File: config.mk
export PLATFORM = sky130hd
export DESIGN_NAME = bus_arbiter
export DESIGN_NICKNAME = d
export VERILOG_FILES = /design/src/rtl/bus_arb_pkg.sv /design/src/rtl/arb_level_rank.sv /design/src/rtl/arb_prio_pick.sv /design/src/rtl/arb_owner_fsm.sv /design/src/rtl/bus_arbiter.sv
export SDC_FILE = /design/constraint.sdc
export NUM_CORES = 1
export LEC_CHECK = 0
export BUFFER_PORTS_ARGS = -buffer_cell sky130_fd_sc_hd__clkbuf_2
export CORE_AREA = 2 2 39 41
export DETAILED_ROUTE_END_ITERATION = 6
export DIE_AREA = 0 0 41 43
export GPL_ROUTABILITY_DRIVEN = 0
export SYNTH_ARGS = -nofsm -noshare
export SYNTH_HDL_FRONTEND = slang
export SYNTH_HIERARCHICAL = 1
export SYNTH_SLANG_ARGS = --single-unit
File: constraint.sdc
create_clock -name clk -period 1.95 [get_ports clk]
set_input_delay 0.195 -clock clk [delete_from_list [all_inputs] [get_ports clk]]
set_output_delay 0.195 -clock clk [all_outputs]
set_load 0.05 [all_outputs]
File: src/rtl/bus_arb_pkg.sv
package bus_arb_pkg;

  // Number of ranked request levels and the slot of the off-chip hold level.
  localparam int unsigned NUM_LEVELS = 6;
  localparam int unsigned NUM_GNTS   = 4;
  localparam int unsigned LVL_LOCK   = 0;
  localparam int unsigned LVL_URGREF = 1;
  localparam int unsigned LVL_DMA    = 2;
  localparam int unsigned LVL_HOLD   = 3;
  localparam int unsigned LVL_CPU    = 4;
  localparam int unsigned LVL_IDLREF = 5;

  typedef enum logic [2:0] {
    OWN_IDLE = 3'd0,
    OWN_CPU  = 3'd1,
    OWN_DMA  = 3'd2,
    OWN_REF  = 3'd3,
    OWN_EXT  = 3'd4,
    OWN_WAIT = 3'd5
  } owner_e;

  // Which master a ranked level stands for.
  function automatic owner_e level_owner(input int unsigned idx);
    owner_e o;
    case (idx)
      LVL_LOCK, LVL_CPU:      o = OWN_CPU;
      LVL_URGREF, LVL_IDLREF: o = OWN_REF;
      LVL_DMA:                o = OWN_DMA;
      LVL_HOLD:               o = OWN_EXT;
      default:                o = OWN_IDLE;
    endcase
    return o;
  endfunction

  // Grant vector {ext, ref, dma, cpu} for an owner state.
  function automatic logic [NUM_GNTS-1:0] owner_grants(input owner_e o);
    logic [NUM_GNTS-1:0] g;
    case (o)
      OWN_CPU: g = 4'b0001;
      OWN_DMA: g = 4'b0010;
      OWN_REF: g = 4'b0100;
      OWN_EXT: g = 4'b1000;
      default: g = 4'b0000;
    endcase
    return g;
  endfunction

  function automatic logic is_internal(input owner_e o);
    return (o == OWN_CPU) || (o == OWN_DMA) || (o == OWN_REF);
  endfunction

endpackage

File: src/rtl/arb_level_rank.sv
module arb_level_rank
  import bus_arb_pkg::*;
(
  input  logic                  cpu_req,
  input  logic                  cpu_lock,
  input  logic                  dma_req,
  input  logic                  ref_req,
  input  logic                  ref_urgent,
  input  logic                  hold_req,
  output logic [NUM_LEVELS-1:0] level_vec,
  output logic                  preempt_ext
);

  // A set lock flag masks every level except the locked processor.
  logic open_bus;
  assign open_bus = ~cpu_lock;

  always_comb begin
    level_vec             = '0;
    level_vec[LVL_LOCK]   = cpu_req & cpu_lock;
    level_vec[LVL_URGREF] = open_bus & ref_req & ref_urgent;
    level_vec[LVL_DMA]    = open_bus & dma_req;
    level_vec[LVL_HOLD]   = open_bus & hold_req;
    level_vec[LVL_CPU]    = open_bus & cpu_req;
    level_vec[LVL_IDLREF] = open_bus & ref_req & ~ref_urgent;
  end

  // Any level ranked above the hold level reclaims the bus from the off-chip master.
  assign preempt_ext = |level_vec[LVL_HOLD-1:0];

endmodule

File: src/rtl/arb_prio_pick.sv
module arb_prio_pick #(
  parameter int unsigned N = 6
) (
  input  logic         clk,
  input  logic         rst_n,
  input  logic [N-1:0] req,
  output logic [N-1:0] first
);

  logic [N-1:0] higher_set;

  genvar i;
  generate
    for (i = 0; i < N; i++) begin : g_rank
      if (i == 0) begin : g_top
        assign higher_set[i] = 1'b0;
      end else begin : g_rest
        assign higher_set[i] = higher_set[i-1] | req[i-1];
      end
      assign first[i] = req[i] & ~higher_set[i];
    end
  endgenerate


  pick_onehot_chk: assert property (@(posedge clk) disable iff (!rst_n)
    $onehot0(first) && ((|req) == (|first)));

endmodule

File: src/rtl/arb_owner_fsm.sv
module arb_owner_fsm
  import bus_arb_pkg::*;
(
  input  logic   clk,
  input  logic   rst_n,
  input  logic   cycle_done,
  input  logic   hold_req,
  input  logic   preempt_ext,
  input  owner_e win,
  output owner_e owner,
  output logic   bus_wait
);

  owner_e nxt;

  always_comb begin
    nxt = owner;
    case (owner)
      OWN_IDLE: nxt = win;
      OWN_CPU, OWN_DMA, OWN_REF: begin
        if (cycle_done) nxt = (win == OWN_EXT) ? OWN_IDLE : win;
      end
      OWN_EXT: begin
        if (!hold_req)        nxt = win;
        else if (preempt_ext) nxt = OWN_WAIT;
      end
      OWN_WAIT: begin
        if (!hold_req) nxt = win;
      end
      default: nxt = OWN_IDLE;
    endcase
  end

  always_ff @(posedge clk) begin
    if (!rst_n) owner <= OWN_IDLE;
    else        owner <= nxt;
  end

  assign bus_wait = (owner == OWN_WAIT);


  int_keep_chk: assert property (@(posedge clk) disable iff (!rst_n)
    (is_internal(owner) && !cycle_done) |=> $stable(owner));


  wait_hold_chk: assert property (@(posedge clk) disable iff (!rst_n)
    (bus_wait && hold_req) |=> bus_wait);


  ext_entry_chk: assert property (@(posedge clk) disable iff (!rst_n)
    $rose(owner == OWN_EXT) |-> $past(owner == OWN_IDLE));

endmodule

File: src/rtl/bus_arbiter.sv
module bus_arbiter
  import bus_arb_pkg::*;
(
  input  logic clk,
  input  logic rst_n,
  input  logic cpu_req,
  input  logic cpu_lock,
  input  logic dma_req,
  input  logic ref_req,
  input  logic ref_urgent,
  input  logic hold_req,
  input  logic cycle_done,
  output logic cpu_gnt,
  output logic dma_gnt,
  output logic ref_gnt,
  output logic hold_ack
);

  logic [NUM_LEVELS-1:0] level_vec;
  logic [NUM_LEVELS-1:0] level_first;
  logic                  preempt_ext;
  owner_e                win;
  owner_e                owner;
  logic                  bus_wait;
  logic [NUM_GNTS-1:0]   gnt_vec;

  arb_level_rank u_rank (
    .cpu_req     (cpu_req),
    .cpu_lock    (cpu_lock),
    .dma_req     (dma_req),
    .ref_req     (ref_req),
    .ref_urgent  (ref_urgent),
    .hold_req    (hold_req),
    .level_vec   (level_vec),
    .preempt_ext (preempt_ext)
  );

  arb_prio_pick #(.N(NUM_LEVELS)) u_pick (
    .clk   (clk),
    .rst_n (rst_n),
    .req   (level_vec),
    .first (level_first)
  );

  always_comb begin
    win = OWN_IDLE;
    for (int i = 0; i < NUM_LEVELS; i++) begin
      if (level_first[i]) win = level_owner(i);
    end
  end

  arb_owner_fsm u_fsm (
    .clk         (clk),
    .rst_n       (rst_n),
    .cycle_done  (cycle_done),
    .hold_req    (hold_req),
    .preempt_ext (preempt_ext),
    .win         (win),
    .owner       (owner),
    .bus_wait    (bus_wait)
  );

  assign gnt_vec  = owner_grants(owner);
  assign cpu_gnt  = gnt_vec[0];
  assign dma_gnt  = gnt_vec[1];
  assign ref_gnt  = gnt_vec[2];
  assign hold_ack = gnt_vec[3];


  gnt_onehot_chk: assert property (@(posedge clk) disable iff (!rst_n)
    $onehot0({cpu_gnt, dma_gnt, ref_gnt, hold_ack}));


  lock_excl_chk: assert property (@(posedge clk) disable iff (!rst_n)
    cpu_lock |=> !($rose(dma_gnt) || $rose(ref_gnt) || $rose(hold_ack)));


  ext_preempt_chk: assert property (@(posedge clk) disable iff (!rst_n)
    (hold_ack && hold_req &&
     ((cpu_req && cpu_lock) || (!cpu_lock && (dma_req || (ref_req && ref_urgent)))))
    |=> !hold_ack);


  ext_release_chk: assert property (@(posedge clk) disable iff (!rst_n)
    (hold_ack && !hold_req) |=> !hold_ack);


  no_gnt_in_wait_chk: assert property (@(posedge clk) disable iff (!rst_n)
    bus_wait |-> !(cpu_gnt || dma_gnt || ref_gnt || hold_ack));

endmodule

Yosys cells after proc, flatten, opt, wreduce, memory -nomap -nowiden
Cells that the tools add are included.
Storage, ports and cells
  input bits: 9
  bits in registers: 3
  output and inout port bits: 4
Operators by class
  mux-type cells: 13
  reduce and logical (&&, ||, !) cells: 4
  bitwise operators: 23
  equal/unequal tests: 9
Operators by type and width (count)
  $mux W3: 10
  $pmux W4 S4: 1
  $and A1 B1 Y1: 12
  $pmux W3 S4: 1
  $eq A3 B3 Y1 const B: 3
  $not A1 Y1: 7
  $eq A3 B2 Y1 const B: 2
  $reduce_or A3 Y1: 2
  $ne A2 B2 Y1 const B: 2
  $or A1 B1 Y1: 4
  $eq A3 B1 Y1 const B: 1
  $logic_not A3 Y1: 1
  $ne A3 B3 Y1 const B: 1
  $reduce_and A3 Y1: 1
  $mux W1: 1

Logic depth before layout (Yosys ltp)
  word-level depth: 14
  gate-level depth with buffers: 9
  depth with buffers taken out: 9

Cells and area by module
The synthesis kept the hierarchy.
By module, submodules not included
  arb_owner_fsm: times used 1, sequential area each 60.1 sq um, area each 207.7 sq um, cells an instance 26
  bus_arbiter: times used 1, sequential area each 0.0 sq um, area each 67.6 sq um, cells an instance 11
  arb_level_rank: times used 1, sequential area each 0.0 sq um, area each 62.6 sq um, cells an instance 9
  arb_prio_pick: times used 1, sequential area each 0.0 sq um, area each 57.6 sq um, cells an instance 7

Worst setup path after synthesis
No wires, ideal clock.
  path type: flip-flop to output port
  start: reg u_fsm.owner[2]
  end: out hold_ack
  cell stages (with the launch flop): 2
  arrival: 1653 ps
  data required time: 1755 ps
  slack: 102 ps
  path through: dfxtp_1 > nor3b_1
On the way
  longest elaborated chain between the ends: 2
  elaborated cells on any way between the ends: 5
RTL lines
  from (decl): RTL line arb_owner_fsm.sv:10  | output owner_e owner,
  from (signal assigned): RTL line arb_owner_fsm.sv:36  | else owner <= nxt;
  $eq A3 B3 Y1, or another cell as far along: RTL line bus_arb_pkg.sv:38  | case (o)
  $pmux W4 S4 (*): RTL line bus_arb_pkg.sv:38
  to (decl): RTL line bus_arbiter.sv:16  | output logic hold_ack
Every way passes the cells marked *; elsewhere a longest branch is shown, timed or not.

Worst setup path in the final report
  start: in cpu_lock
  end: reg u_fsm.owner[2]
On the way
  longest elaborated chain between the ends: 14
  elaborated cells on any way between the ends: 37
RTL lines
  from (decl): RTL line bus_arbiter.sv:7  | input logic cpu_lock,
  $not A1 Y1: RTL line arb_level_rank.sv:16  | assign open_bus = ~cpu_lock;
  $and A1 B1 Y1 (2 in series): RTL line arb_level_rank.sv:21  | level_vec[LVL_URGREF] = open_bus & ref_req & ref_urgent;
  named net level_vec[1]: RTL line bus_arbiter.sv:19  | logic [NUM_LEVELS-1:0] level_vec;
  $or A1 B1 Y1: RTL line arb_prio_pick.sv:18  | assign higher_set[i] = higher_set[i-1] | req[i-1];
  $not A1 Y1: RTL line arb_prio_pick.sv:20  | assign first[i] = req[i] & ~higher_set[i];
  $and A1 B1 Y1: RTL line arb_prio_pick.sv:20
  named net level_first[2]: RTL line bus_arbiter.sv:20  | logic [NUM_LEVELS-1:0] level_first;
  $mux W3 (4 in series): RTL line bus_arbiter.sv:48  | if (level_first[i]) win = level_owner(i);
  named net win[1]: RTL line bus_arbiter.sv:22  | owner_e win;
  $eq A3 B3 Y1: RTL line arb_owner_fsm.sv:21  | if (cycle_done) nxt = (win == OWN_EXT) ? OWN_IDLE : win;
  $mux W3 (2 in series): RTL line arb_owner_fsm.sv:21
  $pmux W3 S4: RTL line arb_owner_fsm.sv:18  | case (owner)
The timed path passes the listed nets, and every way through them passes these cells. The select of a mux whose other input is x is not followed.
A chain may end at the register's enable or synchronous reset.

==> summary.md <==
| Metric | Value |
|---|---|
| Nets | `76` |
| Sw frac | `0.3725` |
| DR vias/cell | `about 4.8` |
| Syn avg cell area | `7.605 um2` |
| CTS tree | `built` |
| Fraction of the cycle the final worst path needs | `0.8409` |
| Sw Pwr | `0.0001157 W` |
| CTS Hold Bufs | `0` |
| Die area | `1763 um2` |
| CP arrival | `around 1800 ps` |
| Clock Pin Slew Worst Setup and Hold Paths | `40 ps` |
| DRT Pass-1 Iters | `3` |
| Gr usage total | `0.1040` |
| PwrDens | `638.1 nW/um2` |
| # DRC | `0` |
| Ys Warns | `6` |
| CTS sink cnt | `3` |
| CP Data Required Time | `2120 ps` |
| Final WL | `796 um` |
| N_diodes | `0` |
| Top Ports | `13` |
| Syn nets | `60` |
| Pin count of the biggest net entering global routing | `12` |
| Fin worst setup slack | `310.3 ps` |
| Fill count | `151` |
| Starting DRT DRC Count | `1` |
| Max-cap violations | `0` |
| CP max FO | `8` |
| H-tree depth reported by CTS | `1` |
| Final count of pins violating max slew | `0` |
| Mapped cell area | `387.9 um2` |
| Fin Clk Skew | `roughly 1.9 ps` |
| WL/cell | `9.707 um` |
| IO Port Bufs | `12` |
| Die W | `41 um` |
| Top reg by flops | `u_fsm/owner` |
| Fin Setup TNS | `0 ps` |
| Post-CTS setup buffers | `0` |
| # rows | `14` |
| Worst hold-check path type | `in2reg` |
| Storage element area | `60.06 um2` |
| Multi-input logic area | `312.8 um2` |
| Chip height | `around 43 um` |
| Initial Util | `0.2803` |
| WHS | `~250 ps` |
| Share of layout cells above drive strength 1 | `0.3485` |
| Max Buffers Root-to-Sink | `2` |
| CTS root buffer | `clkbuf_4` |
| Clock latency on the worst-skew pair | `230 ps` |
| Num CTS Buffers | `3` |
| Vias in the first global route | `322` |
| Initial antenna violation count | `0` |
| Gate power share | `0.374` |
| Largest regs | `u_fsm/owner: 3 flops` |
| Max Fclk | `approximately 0.6 GHz` |
| Leakage | `approximately 0.22 nW` |
| Slew of the pin with the lowest slew margin | `462.9 ps` |
| RSZ-0062 raised after global routing | `false` |
| First-pass GRT wire length | `~1300 um` |
| Setup crit start kind | `primary input` |
| Max reg flops | `3` |
| Grt ovf | `0` |
| Cells after Synth | `51` |
| Sequential power share | `0.278` |
| Via Count | `slightly below 400` |
| VDD IR max | `approximately 0.00015 V` |
| Max transition margin | `0.6870` |
| Antenna Nets Post-Route | `0` |
| Dpl hpwl | `603.5 um` |
| CP Capture Type | `flip-flop` |
| Area Overhead vs Synth | `25.48%` |
| Post-cts gate resize count | `0` |
| Clock network power share | `0.348` |
| Pre-CTS setup slack | `81.51 ps` |
| Crit Path Class | `in2reg` |
| Outcome | `finished clean` |
| Final setup viols | `0` |
| Hold Fails Final Rpt | `0` |
| Core ar. | `1384 um2` |
| Internal power | `0.0001949 W` |
| Final worst path period need | `1640 ps` |
-- layout by cell type (no fill, tap or decap), types with 2 or more instances in the layout --
cell,instances
nand2_1,3
and2b_2,3
clkbuf_4,3
and2_1,2
nor2_1,7
o31ai_1,2
nor3b_1,5
o21ai_1,3
inv_1,2
clkbuf_2,12
and3b_1,2
dfxtp_1,3
nor2b_1,2
-- per-layer routing --
| metal | up-vias | track usage | share of wire |
|---|---|---|---|
| li1 | 220 | - | - |
| met1 | 164 | 0.1429 | 0.51 |
| met2 | 12 | 0.1469 | 0.43 |
| met3 | 0 | 0 | 0.062 |
| met4 | 0 | 0.08000 | 0 |
| met5 | - | 0 | 0 |
-- power by group through the flow --
stage                     Combinational (W)  Sequential (W)  Clock, W
after floorplan                   0.0000920       0.0000818         0
after CTS                          0.000117       0.0000863  0.000115
after global routing               0.000129       0.0000891  0.000123
final                              0.000116       0.0000864  0.000108
after global placement             0.000116       0.0000872         0
after detailed placement           0.000117       0.0000868         0
-- path summary, 6_finish.rpt --
check / cells after the start / endpoint / slack (ps) / startpoint
setup / recovery: 9 / u_fsm/owner[2] / 310 / cpu_lock
hold / removal: 2 / u_fsm/owner[2] / 250 / rst_n
setup reg to reg: 4 / u_fsm/owner[2] / 680 / u_fsm/owner[0]
hold reg to reg: 2 / u_fsm/owner[1] / 590 / u_fsm/owner[1]
-- through the flow --
stage	instance area [um2]	instances	power (W)	utilization
6_report	486.7	82	0.0003106	0.3517
3_3_place_gp	460.4	78	0.0002031	0.3327
5_1_grt	486.7	82	0.0003418	0.3517
2_1_floorplan	387.9	51	0.0001738	-
4_1_cts	486.7	82	0.0003178	0.3517
3_5_place_dp	460.4	78	0.0002036	0.3327
-- cell type report --
class	count	share of cell area
Clock buffer	4	0.05398
Inverter	2	0.01542
Multi-Input combinational cell	45	0.6427
Sequential cell	3	0.1234
Tap cell	16	0.04113
Timing Repair Buffer	12	0.1234
-- critical path: stages --
cell      delay [ps]
clkbuf_2         150
and3b_2          250
nor3b_1          280
nor2_1            70
o31ai_1          290
nor2_1            90
o22a_1           200
o21ai_1          140
o211a_1          160
No activity file was read; power rests on OpenSTA's default activity.
